===== config.mk =====
export PLATFORM = sky130hd
export DESIGN_NAME = lsq_unit
export DESIGN_NICKNAME = d
export VERILOG_FILES = /design/src/rtl/lsq_pkg.sv /design/src/rtl/lsq_ptr.sv /design/src/rtl/lsq_pick.sv /design/src/rtl/lsq_mem.sv /design/src/rtl/lsq_unit.sv
export SDC_FILE = /design/constraint.sdc
export NUM_CORES = 1
export LEC_CHECK = 0
export BUFFER_PORTS_ARGS = -buffer_cell sky130_fd_sc_hd__buf_2
export CORE_MARGIN = 2
export CORE_UTILIZATION = 30
export DETAILED_ROUTE_END_ITERATION = 8
export PLACE_DENSITY = 0.42
export SLEW_MARGIN = 25
export SYNTH_ARGS = -nofsm -noshare
export SYNTH_HDL_FRONTEND = slang
export SYNTH_SLANG_ARGS = --single-unit

===== constraint.sdc =====
create_clock -name clk -period 3.21 [get_ports clk]
set_clock_uncertainty 0.15 [all_clocks]
set_input_delay 0.642 -clock clk [delete_from_list [all_inputs] [get_ports clk]]
set_output_delay 0.642 -clock clk [all_outputs]
set_load 0.02 [all_outputs]

===== src/rtl/lsq_pkg.sv =====
`timescale 1ns/1ps
// Shared types for the load/store queue.
// Assumes nothing beyond standard SystemVerilog packages.
package lsq_pkg;
    typedef enum logic {
        OP_LOAD  = 1'b0,
        OP_STORE = 1'b1
    } lsq_op_e;
endpackage


===== src/rtl/lsq_ptr.sv =====
`timescale 1ns/1ps
// Circular slot pointer: advances by one on adv, wraps after DEPTH-1.
// Assumes DEPTH >= 2.
module lsq_ptr #(
    parameter int DEPTH = 4
) (
    input  logic                     clk,
    input  logic                     rst_n,
    input  logic                     adv,
    output logic [$clog2(DEPTH)-1:0] ptr
);
    localparam int IW = $clog2(DEPTH);

    // Step the pointer, wrapping at the last slot.
    always_ff @(posedge clk) begin
        if (!rst_n)
            ptr <= '0;
        else if (adv)
            ptr <= (ptr == IW'(DEPTH - 1)) ? '0 : ptr + 1'b1;
    end
endmodule


===== src/rtl/lsq_pick.sv =====
`timescale 1ns/1ps
// Lowest-index priority picker over N request bits.
// Assumes idx is ignored when found is low.
module lsq_pick #(
    parameter int N = 4
) (
    input  logic [N-1:0]         req,
    output logic                 found,
    output logic [$clog2(N)-1:0] idx
);
    localparam int IW = $clog2(N);

    // Scan from the top so the lowest set bit wins.
    always_comb begin
        found = 1'b0;
        idx   = '0;
        for (int i = N - 1; i >= 0; i--) begin
            if (req[i]) begin
                found = 1'b1;
                idx   = IW'(i);
            end
        end
    end
endmodule


===== src/rtl/lsq_mem.sv =====
`timescale 1ns/1ps
// Word memory: one write per cycle, combinational read, cleared on reset.
// Assumes the caller never reads and writes the same word in one cycle.
module lsq_mem #(
    parameter int DW = 16,
    parameter int AW = 4
) (
    input  logic          clk,
    input  logic          rst_n,
    input  logic          we,
    input  logic [DW-1:0] addr,
    input  logic [DW-1:0] wdata,
    output logic [DW-1:0] rdata
);
    localparam int WORDS = 1 << AW;

    logic [DW-1:0] mem [WORDS];
    logic [AW-1:0] idx;
    logic          unused_hi;

    assign idx       = addr[AW-1:0];
    assign unused_hi = ^addr[DW-1:AW];
    assign rdata     = mem[idx];

    // Clear on reset, otherwise perform the requested write.
    always_ff @(posedge clk) begin
        if (!rst_n) begin
            for (int w = 0; w < WORDS; w++) mem[w] <= '0;
        end else if (we) begin
            mem[idx] <= wdata;
        end
    end
endmodule


===== src/rtl/lsq_unit.sv =====
`timescale 1ns/1ps
// Load/store queue: address formation and memory access both in issue order,
// tag-based operand capture from the broadcast bus, load results offered with
// hold-until-grant. Assumes TAG_BASE > 0, DEPTH >= 2, and that the queue's own
// tags never appear on the bus while an entry waits on them.
module lsq_unit #(
    parameter int DEPTH    = 4,
    parameter int DW       = 16,
    parameter int AW       = 4,
    parameter int TW       = 4,
    parameter int TAG_BASE = 8
) (
    input  logic          clk,
    input  logic          rst_n,
    input  logic          iss_valid,
    input  logic          iss_store,
    input  logic [TW-1:0] iss_base_tag,
    input  logic [DW-1:0] iss_base_val,
    input  logic [TW-1:0] iss_data_tag,
    input  logic [DW-1:0] iss_data_val,
    input  logic [DW-1:0] iss_imm,
    output logic          iss_ready,
    output logic [TW-1:0] iss_tag,
    input  logic          bus_valid,
    input  logic [TW-1:0] bus_tag,
    input  logic [DW-1:0] bus_data,
    output logic          res_valid,
    output logic [TW-1:0] res_tag,
    output logic [DW-1:0] res_data,
    input  logic          res_grant
);
    import lsq_pkg::*;

    localparam int IW = $clog2(DEPTH);

    logic [IW-1:0]    tail, ahead, mptr;
    logic [DEPTH-1:0] busy, adone, mdone, ld_rdy;
    lsq_op_e          kind [DEPTH];
    logic [TW-1:0]    qj [DEPTH];
    logic [TW-1:0]    qk [DEPTH];
    logic [DW-1:0]    vj [DEPTH];
    logic [DW-1:0]    vk [DEPTH];
    logic [DW-1:0]    ea [DEPTH];
    logic [DW-1:0]    ldat [DEPTH];

    logic          alloc, addr_go, mem_go, mem_we, retire;
    logic [TW-1:0] in_qj, in_qk;
    logic [DW-1:0] in_vj, in_vk, mem_rdata;
    logic          pick_found, hold_v;
    logic [IW-1:0] pick_idx, hold_idx, sel_idx;

    assign iss_ready = !busy[tail];
    assign iss_tag   = TW'(TAG_BASE) + TW'(tail);
    assign alloc     = iss_valid && iss_ready;

    // Issue operands, with same-cycle capture of a matching broadcast.
    always_comb begin
        in_qj = iss_base_tag;
        in_vj = iss_base_val;
        in_qk = iss_data_tag;
        in_vk = iss_data_val;
        if (iss_base_tag != '0 && bus_valid && bus_tag == iss_base_tag) begin
            in_qj = '0;
            in_vj = bus_data;
        end
        if (iss_data_tag != '0 && bus_valid && bus_tag == iss_data_tag) begin
            in_qk = '0;
            in_vk = bus_data;
        end
        if (!iss_store) in_qk = '0;
    end

    // Address step for the oldest entry whose address is pending.
    assign addr_go = busy[ahead] && !adone[ahead] && (qj[ahead] == '0);

    // Memory step for the oldest entry whose access is pending.
    assign mem_go = busy[mptr] && adone[mptr] && !mdone[mptr] &&
                    (kind[mptr] == OP_LOAD || qk[mptr] == '0);
    assign mem_we = mem_go && (kind[mptr] == OP_STORE);

    lsq_ptr #(.DEPTH(DEPTH)) u_tail  (.clk(clk), .rst_n(rst_n), .adv(alloc),   .ptr(tail));
    lsq_ptr #(.DEPTH(DEPTH)) u_ahead (.clk(clk), .rst_n(rst_n), .adv(addr_go), .ptr(ahead));
    lsq_ptr #(.DEPTH(DEPTH)) u_mptr  (.clk(clk), .rst_n(rst_n), .adv(mem_go),  .ptr(mptr));

    lsq_mem #(.DW(DW), .AW(AW)) u_mem (
        .clk   (clk),
        .rst_n (rst_n),
        .we    (mem_we),
        .addr  (ea[mptr]),
        .wdata (vk[mptr]),
        .rdata (mem_rdata)
    );

    lsq_pick #(.N(DEPTH)) u_pick (.req(ld_rdy), .found(pick_found), .idx(pick_idx));

    assign sel_idx   = hold_v ? hold_idx : pick_idx;
    assign res_valid = hold_v || pick_found;
    assign res_tag   = TW'(TAG_BASE) + TW'(sel_idx);
    assign res_data  = ldat[sel_idx];
    assign retire    = res_valid && res_grant;

    // Keep the offered result fixed until it is granted.
    always_ff @(posedge clk) begin
        if (!rst_n) begin
            hold_v   <= 1'b0;
            hold_idx <= '0;
        end else begin
            hold_v   <= res_valid && !res_grant;
            hold_idx <= sel_idx;
        end
    end

    for (genvar i = 0; i < DEPTH; i++) begin : g_ent
        assign ld_rdy[i] = busy[i] && mdone[i] && (kind[i] == OP_LOAD);

        // Entry state: allocate, snoop the bus, address step, memory step, retire.
        always_ff @(posedge clk) begin
            if (!rst_n) begin
                busy[i]  <= 1'b0;
                adone[i] <= 1'b0;
                mdone[i] <= 1'b0;
                kind[i]  <= OP_LOAD;
                qj[i]    <= '0;
                qk[i]    <= '0;
            end else if (alloc && tail == IW'(i)) begin
                busy[i]  <= 1'b1;
                adone[i] <= 1'b0;
                mdone[i] <= 1'b0;
                kind[i]  <= iss_store ? OP_STORE : OP_LOAD;
                ea[i]    <= iss_imm;
                qj[i]    <= in_qj;
                vj[i]    <= in_vj;
                qk[i]    <= in_qk;
                vk[i]    <= in_vk;
            end else begin
                if (busy[i] && qj[i] != '0 && bus_valid && bus_tag == qj[i]) begin
                    qj[i] <= '0;
                    vj[i] <= bus_data;
                end
                if (busy[i] && qk[i] != '0 && bus_valid && bus_tag == qk[i]) begin
                    qk[i] <= '0;
                    vk[i] <= bus_data;
                end
                if (addr_go && ahead == IW'(i)) begin
                    ea[i]    <= vj[i] + ea[i];
                    adone[i] <= 1'b1;
                end
                if (mem_go && mptr == IW'(i)) begin
                    if (kind[i] == OP_STORE) begin
                        busy[i] <= 1'b0;
                    end else begin
                        mdone[i] <= 1'b1;
                        ldat[i]  <= mem_rdata;
                    end
                end
                if (retire && sel_idx == IW'(i)) begin
                    busy[i] <= 1'b0;
                end
            end
        end
    end
endmodule


==> run summary <==
Outcome = finished clean
GR Overflow Total = 0
Placed inst area = 0.0250 sq mm
LEAKAGE = 10.3 nW
DR vias/cell = 4.96
Period utilisation layout = 0.985
Worst-path cell chain = and3b_2, nor2_2, a22o_4, buf_6, mux2i_1, mux2i_1, buf_4
Ys Warns = 0
Top cell type by total area after synthesis = edfxtp_1
Clock tree root buffer cell = clkbuf_16
Worst path required time = 2.42 ns
Critical Path AT = 2.37 ns
Max clock buf depth = 3
Fmax = 316 MHz
CTS tree = built
Worst Setup SP = kind[0]
Max VDD drop = 0.358 mV
Initial antenna violation count = 2
DPL Wire Length = 44000 microns
Crit path buf inv count = 2
Setup tns final = 0 ns
Post-synthesis cell type count = 59
Worst-Margin Slew = 0.812 ns
Reg2Reg Depth = 6
Die area = 0.0785 sq mm
Pre-CTS WS = 0.192 ns
Layout cells sized above 1 = 0.169
# hold bufs at CTS = 0
Post-route design area = 0.0268 sq mm
Starting Density = 0.302
Top cell by count, worst path = mux2i_1
Unrepaired setup endpoints after global routing = yes
Total Nets Final = 2020
Crit path depth = 7
Die Y = 280 microns
Reg2Reg Setup Slack = 0.08 ns
RePlAce Congestion = 0.814
Routed vias = 14600
Total GRT Usage = 0.172
Synth-to-Final Area Change = 17.3%
RR Endpoint = u_mem.mem[12][15]
Ranking of synthesized cells by area = edfxtp_1 (59%), mux2i_1 (7.8%), mux2_1 (3.9%)
Port Buf Inserts = 79
Seq/Total Area, Yosys = 0.615
Kind of critical path = reg2out
RR Startpoint = qk[0][1]
Reg clk slew, reported paths = 0.06 ns
Max Slew Vio Count = 0
Chip width = 280 microns
Post-synth EDFFs = 451
Starting DRT DRC Count = 1064
Row count = 101
Antenna-violating nets left = 0
Drt pass-1 iters = 5
# DRC = 0
CTS H-tree depth = 2
Hold endpoint = vk[2][2]
Final core utilization = 0.354
Synth top area share = 0.592
Max incr delay on CP = 0.41 ns
PwrDens = 564 mW/mm^2
First-pass GRT wire length = 99900 microns
Average size of a mapped cell = 12.8 sq um
Critical path's top delay family = flip-flops
Clock insertion delay at the later pin of the skew report = 0.61 ns
Hold/Removal Path Class = in2reg
Final worst slack = 0.0471 ns
Core Area = 0.0757 sq mm
Slew margin rel. = 0.459
# Max-Cap Violations = 0
WL/cell = 22.9 microns
Vias in the first global route = 15100
Final setup viols = 0
I/O pins = 108
# clock sinks = 477
Final WL = 67200 microns
CTS Buf Count = 54
Most frequent cells in the layout = edfxtp_1 (451), nor2_1 (188), nand2_1 (185)
Yosys reg bits = 477
Synth Flop Type = edfxtp_1
Hold wc startpoint = iss_data_val[2]
Final critical-path required period = 3.16 ns
Worst hold path depth = 2
Final hold viol count = 0
Commonest non-fill, non-tap cell in the layout = edfxtp_1
Largest net degree at the start of global routing = 67
Ys async rst share = 0
Critical Path End Type = output pin
CP max FO = 6
Mapped Cells = 1780
CP max-delay cell = edfxtp_1
CP startpoint kind = flip-flop
Post-Syn Area = 0.0229 sq mm
synth_stat cells (3+ instances only):
cell and instances:
edfxtp_1 451, nor2_1 191, nand2_1 185, mux2i_1 179, and3_1 138, nand3_1 110
mux2_1 79, clkbuf_1 62, buf_2 32, xor2_1 28, dfxtp_1 26, ha_1 24
mux4_2 23, nor3_1 20, xnor2_1 19, inv_1 18, nand4_1 18, o21ai_1 17
mux2_4 16, buf_4 14, nand2b_1 12, o21ai_0 11, a21oi_1 10, and2_1 9
buf_1 7, o211ai_1 7, o31ai_1 5, or4_1 5, a21o_1 4, buf_6 4
fa_1 4, nor4_1 4, o21a_1 4, or3_1 4, mux2_2 3
how the worst max path moves through the flow:
| stage | end | slack (ns) |
|---|---|---|
| 4_1_cts | res_data[4] | -0.06 |
| 5_1_grt | res_data[15] | -0.08 |
| 3_5_place_dp | u_mem.mem[12][11] | 0.19 |
| 3_3_place_gp | u_mem.mem[12][11] | 0.16 |
| 6_report | res_data[15] | 0.05 |
| 2_1_floorplan | ldat[0][0] | -0.13 |
through the flow:
stage / hold WS [ns] / instances / power (mW)
after floorplan: 0.283 / 1782 / 8.44
after global placement: 0.319 / 2824 / 9.34
after detailed placement: 0.316 / 2824 / 9.35
after CTS: 0.166 / 2928 / 15.3
after global routing: 0.205 / 2931 / 15.7
final: 0.214 / 2933 / 15.1
state kept, by name, summed over array words and instances, names as in the netlist, 2 cells and up, named ones only:
name,count
u_mem.mem,256
ldat,64
vk,64
ea,16
qj,16
qk,16
vj,16
adone,4
busy,4
kind,4
mdone,4
hold_idx,2
u_ahead.ptr,2
u_mptr.ptr,2
u_tail.ptr,2
layout make-up:
type | instances | area, sq um
tap | 978 | 1220
multi-input combinational | 1166 | 8240
sequential | 477 | 14100
clock buffer | 76 | 1510
antenna | 3 | 7.51
clock inverter | 22 | 158
timing repair buffer | 191 | 1550
inverter | 20 | 75.1
fill | 7375 | 48900
what timing repair did:
action,4_1_cts,5_1_grt
setup endpoints to repair,17,15
setup buffers,5,1
pin swaps,1,1
gates resized for setup,23,4
cloned,1,1
metal layers:
metal	track usage	part of all wire	up-vias
li1	-	-	6832
met1	0.234	0.45	7308
met2	0.285	0.48	327
met3	0.0245	0.043	93
met4	0.0522	0.025	2
met5	0	0.00019	-
cell families after synthesis:
kind of cell / Yosys count / synth area share
compound gates: 76 / 0.0222
xor+xnor: 47 / 0.0180
fa+ha+maj: 28 / 0.0166
buf+inv: 139 / 0.0282
flops: 477 / 0.615
mux: 300 / 0.152
other cells: 2 / 0.000328
simple gates: 711 / 0.148
where the power goes:
group          switching [mW]  internal, mW  leakage (nW)
clock                    2.51          3.41         0.810
sequential              0.112          7.12          4.67
combinational            1.31         0.665          4.86
No activity file was read; power rests on OpenSTA's default activity.
